## config.mk

```make
export PLATFORM = sky130hd
export DESIGN_NAME = ptWalker
export DESIGN_NICKNAME = d
export VERILOG_FILES = /design/src/rtl/ptwPkg.sv /design/src/rtl/ptwCtrl.sv /design/src/rtl/ptwDatapath.sv /design/src/rtl/ptWalker.sv
export SDC_FILE = /design/constraint.sdc
export NUM_CORES = 1
export LEC_CHECK = 0
export BUFFER_PORTS_ARGS = -buffer_cell sky130_fd_sc_hd__clkbuf_2
export CORE_MARGIN = 3
export CORE_UTILIZATION = 32
export CTS_BUF_LIST = sky130_fd_sc_hd__clkbuf_16
export CTS_CLUSTER_SIZE = 28
export DETAILED_ROUTE_END_ITERATION = 6
export GPL_TIMING_DRIVEN = 0
export PLACE_DENSITY_LB_ADDON = 0.05
export SLEW_MARGIN = 5
export SYNTH_ARGS = -nofsm -noshare
export SYNTH_HDL_FRONTEND = slang
export SYNTH_HIERARCHICAL = 1
export SYNTH_SLANG_ARGS = --single-unit
```

## constraint.sdc

```tcl
create_clock -name clk -period 2.65 [get_ports clk]
set_input_delay 0.53 -clock clk [delete_from_list [all_inputs] [get_ports clk]]
set_output_delay 0.53 -clock clk [all_outputs]
set_load 0.02 [all_outputs]
```

## src/rtl/ptwPkg.sv

```systemverilog
package ptwPkg;
  localparam int LEVELS   = 4;
  localparam int IDX_W    = 9;
  localparam int OFF_W    = 12;
  localparam int ENT_LG   = 3;
  localparam int VA_W     = 64;
  localparam int PA_W     = 64;
  localparam int PTE_W    = 64;
  localparam int PPN_LO   = 12;
  localparam int PPN_HI   = 47;
  localparam int PPN_W    = PPN_HI - PPN_LO + 1;
  localparam int LVL_W    = $clog2(LEVELS);
  localparam int BIT_PRES = 0;
  localparam int BIT_WR   = 1;
  localparam int BIT_USR  = 2;
  localparam int BIT_NX   = 63;

  typedef enum logic [1:0] {
    CAUSE_NOTPRESENT = 2'd0,
    CAUSE_WRITE      = 2'd1,
    CAUSE_USER       = 2'd2,
    CAUSE_EXEC       = 2'd3
  } faultCause_e;

  typedef struct packed {
    logic             capture;
    logic             accept;
    logic [LVL_W-1:0] lvl;
  } walkStrobe_t;
endpackage

```

## src/rtl/ptwCtrl.sv

```systemverilog
module ptwCtrl
  import ptwPkg::*;
(
  input  logic        clk,
  input  logic        rstN,
  input  logic        start,
  input  logic        memReqReady,
  input  logic        memRspValid,
  input  logic        entryPresent,
  output logic        memReqValid,
  output logic        done,
  output walkStrobe_t strb
);
  typedef enum logic [3:0] {
    S_IDLE, S_ISS0, S_WAIT0, S_ISS1, S_WAIT1,
    S_ISS2, S_WAIT2, S_ISS3, S_WAIT3, S_DONE
  } state_e;

  state_e curState, nxtState;

  always_ff @(posedge clk) begin
    if (!rstN) curState <= S_IDLE;
    else       curState <= nxtState;
  end

  always_comb begin
    nxtState    = curState;
    strb        = '0;
    memReqValid = 1'b0;
    case (curState)
      S_IDLE: if (start) begin
        strb.capture = 1'b1;
        nxtState     = S_ISS0;
      end
      S_ISS0: begin
        memReqValid = 1'b1;
        strb.lvl    = LVL_W'(0);
        if (memReqReady) nxtState = S_WAIT0;
      end
      S_WAIT0: begin
        strb.lvl = LVL_W'(0);
        if (memRspValid) begin
          strb.accept = 1'b1;
          nxtState    = entryPresent ? S_ISS1 : S_DONE;
        end
      end
      S_ISS1: begin
        memReqValid = 1'b1;
        strb.lvl    = LVL_W'(1);
        if (memReqReady) nxtState = S_WAIT1;
      end
      S_WAIT1: begin
        strb.lvl = LVL_W'(1);
        if (memRspValid) begin
          strb.accept = 1'b1;
          nxtState    = entryPresent ? S_ISS2 : S_DONE;
        end
      end
      S_ISS2: begin
        memReqValid = 1'b1;
        strb.lvl    = LVL_W'(2);
        if (memReqReady) nxtState = S_WAIT2;
      end
      S_WAIT2: begin
        strb.lvl = LVL_W'(2);
        if (memRspValid) begin
          strb.accept = 1'b1;
          nxtState    = entryPresent ? S_ISS3 : S_DONE;
        end
      end
      S_ISS3: begin
        memReqValid = 1'b1;
        strb.lvl    = LVL_W'(3);
        if (memReqReady) nxtState = S_WAIT3;
      end
      S_WAIT3: begin
        strb.lvl = LVL_W'(3);
        if (memRspValid) begin
          strb.accept = 1'b1;
          nxtState    = S_DONE;
        end
      end
      S_DONE:  nxtState = S_IDLE;
      default: nxtState = S_IDLE;
    endcase
  end

  assign done = (curState == S_DONE);
endmodule

```

## src/rtl/ptwDatapath.sv

```systemverilog
module ptwDatapath
  import ptwPkg::*;
(
  input  logic              clk,
  input  logic              rstN,
  input  walkStrobe_t       strb,
  input  logic [VA_W-1:0]   vaddr,
  input  logic [PA_W-1:0]   rootBase,
  input  logic              accWrite,
  input  logic              accUser,
  input  logic              accFetch,
  input  logic [PTE_W-1:0]  memRspData,
  output logic [PA_W-1:0]   memReqAddr,
  output logic              entryPresent,
  output logic              fault,
  output logic [1:0]        faultCause,
  output logic [LVL_W-1:0]  faultLevel,
  output logic [PA_W-1:0]   paddr
);
  localparam int PAD_IDX = PA_W - IDX_W - ENT_LG;
  localparam int PAD_PPN = PA_W - PPN_W - OFF_W;

  logic [VA_W-1:0]  vaReg;
  logic [PA_W-1:0]  baseReg;
  logic             wrReg, usrReg, fetReg;
  logic             wAll, uAll, nxAny;
  logic [IDX_W-1:0] idxArr [LEVELS];

  genvar gl;
  generate
    for (gl = 0; gl < LEVELS; gl++) begin : g_idx
      assign idxArr[gl] = vaReg[OFF_W + IDX_W*(LEVELS-1-gl) +: IDX_W];
    end
  endgenerate

  assign memReqAddr   = baseReg + {{PAD_IDX{1'b0}}, idxArr[strb.lvl], {ENT_LG{1'b0}}};
  assign entryPresent = memRspData[BIT_PRES];

  logic [PA_W-1:0] nextBase;
  logic            wAcc, uAcc, nxAcc, permFault;
  logic [1:0]      permCause;

  assign nextBase = {{PAD_PPN{1'b0}}, memRspData[PPN_HI:PPN_LO], {OFF_W{1'b0}}};
  assign wAcc     = wAll & memRspData[BIT_WR];
  assign uAcc     = uAll & memRspData[BIT_USR];
  assign nxAcc    = nxAny | memRspData[BIT_NX];

  always_comb begin
    permFault = 1'b1;
    permCause = CAUSE_NOTPRESENT;
    if (usrReg && !uAcc)       permCause = CAUSE_USER;
    else if (wrReg && !wAcc)   permCause = CAUSE_WRITE;
    else if (fetReg && nxAcc)  permCause = CAUSE_EXEC;
    else                       permFault = 1'b0;
  end

  always_ff @(posedge clk) begin
    if (!rstN) begin
      vaReg      <= '0;
      baseReg    <= '0;
      wrReg      <= 1'b0;
      usrReg     <= 1'b0;
      fetReg     <= 1'b0;
      wAll       <= 1'b1;
      uAll       <= 1'b1;
      nxAny      <= 1'b0;
      fault      <= 1'b0;
      faultCause <= '0;
      faultLevel <= '0;
      paddr      <= '0;
    end else if (strb.capture) begin
      vaReg      <= vaddr;
      baseReg    <= {rootBase[PA_W-1:OFF_W], {OFF_W{1'b0}}};
      wrReg      <= accWrite;
      usrReg     <= accUser;
      fetReg     <= accFetch;
      wAll       <= 1'b1;
      uAll       <= 1'b1;
      nxAny      <= 1'b0;
      fault      <= 1'b0;
      faultCause <= '0;
      faultLevel <= '0;
      paddr      <= '0;
    end else if (strb.accept) begin
      if (!entryPresent) begin
        fault      <= 1'b1;
        faultCause <= CAUSE_NOTPRESENT;
        faultLevel <= strb.lvl;
      end else begin
        baseReg <= nextBase;
        wAll    <= wAcc;
        uAll    <= uAcc;
        nxAny   <= nxAcc;
        if (strb.lvl == LVL_W'(LEVELS-1)) begin
          fault      <= permFault;
          faultCause <= permCause;
          faultLevel <= LVL_W'(LEVELS-1);
          paddr      <= {{PAD_PPN{1'b0}}, memRspData[PPN_HI:PPN_LO], vaReg[OFF_W-1:0]};
        end
      end
    end
  end
endmodule

```

## src/rtl/ptWalker.sv

```systemverilog
module ptWalker
  import ptwPkg::*;
(
  input  logic        clk,
  input  logic        rstN,
  input  logic        start,
  input  logic [63:0] vaddr,
  input  logic [63:0] rootBase,
  input  logic        accWrite,
  input  logic        accUser,
  input  logic        accFetch,
  output logic        memReqValid,
  input  logic        memReqReady,
  output logic [63:0] memReqAddr,
  input  logic        memRspValid,
  input  logic [63:0] memRspData,
  output logic        done,
  output logic        fault,
  output logic [1:0]  faultCause,
  output logic [1:0]  faultLevel,
  output logic [63:0] paddr
);
  walkStrobe_t strb;
  logic        entryPresent;

  ptwCtrl i_ctrl (
    .clk          (clk),
    .rstN         (rstN),
    .start        (start),
    .memReqReady  (memReqReady),
    .memRspValid  (memRspValid),
    .entryPresent (entryPresent),
    .memReqValid  (memReqValid),
    .done         (done),
    .strb         (strb)
  );

  ptwDatapath i_dp (
    .clk          (clk),
    .rstN         (rstN),
    .strb         (strb),
    .vaddr        (vaddr),
    .rootBase     (rootBase),
    .accWrite     (accWrite),
    .accUser      (accUser),
    .accFetch     (accFetch),
    .memRspData   (memRspData),
    .memReqAddr   (memReqAddr),
    .entryPresent (entryPresent),
    .fault        (fault),
    .faultCause   (faultCause),
    .faultLevel   (faultLevel),
    .paddr        (paddr)
  );
endmodule

```

### Yosys cells after proc, flatten, opt, wreduce, memory -nomap -nowiden

Index checks and enable logic that the tools add are counted.

| storage, ports and cells | value |
|---|---|
| bits in registers | 163 |
| input port bits | 200 |
| output and inout port bits | 135 |
| logic and storage cells | 96 |

| operators by class | value |
|---|---|
| $add $sub $neg | 1 |
| $lt $le $gt $ge | 1 |
| eq/ne operators | 20 |
| multiplexer cells | 37 |
| bitwise logic cells | 5 |
| reduce and logical (&&, ||, !) cells | 19 |

Operators with widths:

| cell | count |
|---|---|
| $mux W64 | 3 |
| $add A64 B12 Y64 | 1 |
| $mux W4 | 12 |
| $pmux W4 S9 | 1 |
| $bmux W9 S2 | 1 |
| $mux W9 | 2 |
| $ne A2 B2 Y1 const B | 9 |
| $eq A4 B3 Y1 const B | 4 |
| $mux W2 | 7 |
| $mux W1 | 10 |
| $reduce_and A9 Y1 | 1 |
| $eq A4 B2 Y1 const B | 2 |
| $eq A4 B4 Y1 const B | 2 |
| $reduce_or A2 Y1 | 4 |
| $reduce_or A4 Y1 | 2 |
| $pmux W2 S3 | 1 |
| $reduce_and A2 Y1 | 3 |
| $eq A4 B1 Y1 const B | 1 |
| $logic_not A4 Y1 | 1 |
| $reduce_bool A2 Y1 | 2 |
| $ge A3 B3 Y1 const B | 1 |
| $logic_and A1 B1 Y1 | 3 |
| $not A2 Y3 | 1 |
| $reduce_and A3 Y1 | 1 |
| other kinds (6) | 8 |

### Depth between registers and ports, before layout

| logic depth | value |
|---|---|
| depth in word-level cells | 8 |
| gate-level depth with buffers | 8 |
| depth with buffers taken out | 5 |

### By module

The synthesis kept the hierarchy.

By module, submodules not included:

| module | instances | cells an instance | area each (sq um) | seq. area each (sq um) |
|---|---|---|---|---|
| ptwDatapath | 1 | 677 | 6,752.7 | 3,183.1 |
| ptwCtrl | 1 | 48 | 402.9 | 80.1 |

### Worst setup path after synthesis

Ideal clock, no wire load.

| timing | value |
|---|---|
| kind | reg-to-output |
| start point | register i_ctrl.curState[0] |
| end point | output memReqAddr[10] |
| data arrival time | 1,936 ps |
| data required time | 2,120 ps |
| slack | 184 ps |
| stages on the path, launching flop included | 6 |
| path buffers | 2 |
| cells stage by stage | dfxtp_1 buf_6 or2_1 o22ai_1 buf_2 mux4_2 |

RTL lines:

| what | line | source |
|---|---|---|
| start: declaration | ptwCtrl.sv:19 | `state_e curState, nxtState;` |
| start signal: assignment | ptwCtrl.sv:23 | `else curState <= nxtState;` |
| end: declaration | ptWalker.sv:14 | `output logic [63:0] memReqAddr,` |

==> flow_results.org <==
** Run status
- The flow ran to the end, but the final reports show violations.
- Violations in the final reports :: negative setup slack

** Timing
- The clock arrives with 0.00926 ns of skew.
- After layout, the worst setup slack is -0.0862 ns.
- Period utilisation layout :: 103%
- Final-report hold violation count :: 0
- In this run the tightest slew margin relative to its limit is 54.7%.
- Across all hold checks on the routed design, the worst slack comes to 0.338 ns.
- Fin. max-slew vios :: 0
- Max frequency :: 0.365 GHz
- Counting I/O delays and the setup requirement, the final critical path takes 2.74 ns.
- Actual transition at the worst max-transition pin :: 0.680 ns
- Setup repair after global routing could not meet its margin everywhere.
- Setup violators final :: 9
- After routing, the total negative slack on setup checks comes to -0.513 ns.

** Power and ir drop
- Net switching is 30.2% of the power.
- Combinational power share :: 26.7%
- Pwr per Cell Area :: 765 mW/mm^2
- Across the VDD grid, the largest voltage drop is 0.000378 V.
- Post-layout power :: 0.00746 W
- Internal power contribution :: 0.00521 W
- Portion of total power attributed to the clock network :: 35.0%
- In this run, flip-flops and latches consume 38.2% of the power.
- Leakage power :: 4.60 nW
- In this run the power spent charging and discharging nets is 0.00225 W.

** Worst setup path
- Arrival time of the worst setup path :: 2.21 ns
- STA puts the critical path data required time at 2.12 ns.
- Category of the most critical setup path :: reg -> out
- In this run the worst path has a maximum fanout of 5.
- STA classifies the critical path endpoint as an output port.
- Crit start category :: register

** Final layout
- Fraction of layout instances using a drive strength above 1 :: 40.1%
- Final Non-Filler Cells :: 1325
- The library cell used most frequently in the layout, excluding fill and tap cells, is clkbuf_2.
- After the last flow step, the layout net total stands at 1234.
- In the layout the commonest cells are 261 x clkbuf_2, 160 x dfxtp_1, 120 x nand2_1.
- Ant diodes :: 0
- Compared with the post-synthesis result, the final layout area differs by 36.3%.

** Clocking
- After clock tree synthesis, the clock-pin slew on the worst setup and hold paths is 0.07 ns.
- Buffers inserted during clock tree synthesis total 17.
- Root buffer cell :: clkbuf_16
- The clock passes through at most 2 buffers.
- Hold_buf cts :: 0
- CTS saw 163 sinks.
- The later pin in the worst-skew pair is clocked with a latency of 0.42 ns.
- Clock tree from TritonCTS :: built
- The H-tree was split into 4 levels.

** Die
- Chip width :: 156 um
- Total Die Area :: 0.0242 mm^2
- During I/O placement, the number of pins put on the boundary was 335.
- Row count :: 54
- Area inside the core boundary :: 0.0219 mm^2
- The initial utilization of the core area, before any placement, comes to 32.7%.
- In this run the vertical extent of the chip is 156 um.

** Min path
- The path class of the tightest hold or removal check is in -> reg.

** Detailed routing
- The highest layer touched by signal routing is met5.
- Number of optimization iterations in the first detailed-route pass :: 4
- Met2 layer wire length in the routed design :: 10.8 mm
- Via count of the routed design :: 6092
- For this block, the initial DRC count from the detailed router was 234.
- For this run, design rule violations remaining after detail routing come to 0.
- In the final routing, the length of wire on met1 measures 10.3 mm.
- Number of nets with antenna violations after routing :: 0
- After detailed routing, the total wire length is 23.0 mm.
- Met3 wire length :: 1.57 mm
- Via density per instance :: 4.60
- Dividing the detail-routed wire length by the instance count gives 17.3 um.

** Global routing
- For this run the aggregate overflow at the end of global routing stands at 0.
- Global-route wire length before repair :: 34.7 mm
- Entering global routing, the biggest net connects 17 pins.
- Vias in the first global route :: 6144
- Total GRT Usage :: 18.5%
- Antenna violations before repair :: 1

** Synthesis
- The most used flip-flop cell after synthesis is dfxtp_1.
- By area the synthesized netlist is led by dfxtp_1 46%, mux2i_1 7.4%, nand2_1 6.3%, o211a_1 5.2%, mux2_2 5.0%.
- Post-synth ARST share :: 0%
- Synth cell types :: 47
- In the synthesized netlist, the number of instances is 725.
- Post-Synthesis Cell Area :: 0.00716 mm^2
- YS warnings :: 6
- After synthesis the netlist holds a flip-flop and latch count of 163.
- Of the synthesized area, sequential elements account for 45.6%.
- Post-synth top area share :: 45.6%
- Average size of a mapped cell :: 9.87 um^2
- The synthesized design spends more area on one cell type than any other, namely dfxtp_1.
- In this run, synthesis inferred 0 flip-flops with an integrated enable.

** Run
- Max cap viols :: 0

** Place
- Before CTS, the worst setup slack after placement is -0.251 ns.
- The congestion estimate from routability-driven global placement came to 0.757.
- Port bufs :: 263
- After detailed placement, the design holds a cell count of 1286.
- Hpwl dp :: 17.2 mm
## path summary, 6_finish.rpt
path,start,to,slack [ns],depth (start not counted)
setup / recovery,i_ctrl/curState[0],memReqAddr[8],-0.09,7
hold / removal,memRspData[19],i_dp/paddr[19],0.34,3
setup reg to reg,i_ctrl/curState[0],i_dp/baseReg[18],0.15,8
hold reg to reg,i_dp/vaReg[6],i_dp/paddr[6],0.45,2
## through the flow
| step | util [%] | area (um^2) |
|---|---|---|
| floorplan | - | 7220 |
| global placement | 40.6 | 8890 |
| detailed placement | 40.6 | 8890 |
| CTS | 44.2 | 9670 |
| global route | 44.5 | 9750 |
| finish | 44.5 | 9750 |
## cells in the mapped netlist (all sizes together), types with 2 or more instances
cell and n:
o21ai 7, o21a 2, mux2i 53, dfxtp 163, a21oi 52, a21bo 3
buf 47, nand2 121, mux2 36, mux4 9, o211a 37, a32o 2
nor2b 56, o22ai 2, nor4b 2, a31oi 2, nand3 2, xnor2 2
a32oi 2, a21boi 17, clkbuf 30, or2b 2, nand2b 40, nand3b 17
nor2 8
## metal layers
layer / vias to the layer above / track usage (%)
met4: 2 / 5.04
met1: 2821 / 24.1
met3: 20 / 5.33
li1: 3068 / -
met5: - / 0
met2: 181 / 30.4
## flip-flops by register name (all words and copies together) (netlist names)
| name | cells |
|---|---|
| i_dp/fetReg | 1 |
| i_dp/paddr | 48 |
| i_dp/wrReg | 1 |
| i_dp/uAll | 1 |
| i_dp/vaReg | 48 |
| i_dp/faultCause | 2 |
| i_dp/fault | 1 |
| i_dp/baseReg | 52 |
| i_dp/faultLevel | 2 |
| i_dp/nxAny | 1 |
| i_dp/wAll | 1 |
| i_ctrl/curState | 4 |
| i_dp/usrReg | 1 |
## power by group through the flow
| stage | clock network, W | registers, W | logic [W] |
|---|---|---|---|
| detailed placement | 0 | 0.00290 | 0.00187 |
| global placement | 0 | 0.00290 | 0.00187 |
| global route | 0.00278 | 0.00288 | 0.00216 |
| floorplan | 0 | 0.00306 | 0.00109 |
| finish | 0.00261 | 0.00285 | 0.00199 |
| CTS | 0.00269 | 0.00285 | 0.00198 |
## final cells by class
class	count	area, um^2
flip-flops and latches	163	3270
repair buffers	273	1490
clock buffers	17	425
fillers	2223	12100
multi-input cells	503	3550
well taps	280	350
clock inverters	13	185
plain buffers	76	482
## critical path: stages (launching register included)
cell     delay, ns
dfxtp_4       0.35
buf_6         0.12
or2_4         0.24
o22ai_4       0.12
buf_12        0.14
buf_12        0.12
mux4_2        0.53
buf_8         0.15
## kinds of logic after synthesis
logic type	count (synthesis)	synth area share [%]
mux	98	16.1
buf+inv	77	6.29
simple gates	254	18.7
other cells	1	0.0524
xor+xnor	2	0.245
compound gates	130	13.1
flops	163	45.6
## repair_timing
| item | in CTS | in global routing |
|---|---|---|
| setup buffers | 8 | 1 |
| gates resized for setup | 27 | 34 |
| pin swaps | 2 | 1 |
| cloned | 1 | 0 |
| endpoints found under the setup margin | 90 | 26 |
Note: power is estimated with default switching activity, not from simulation.
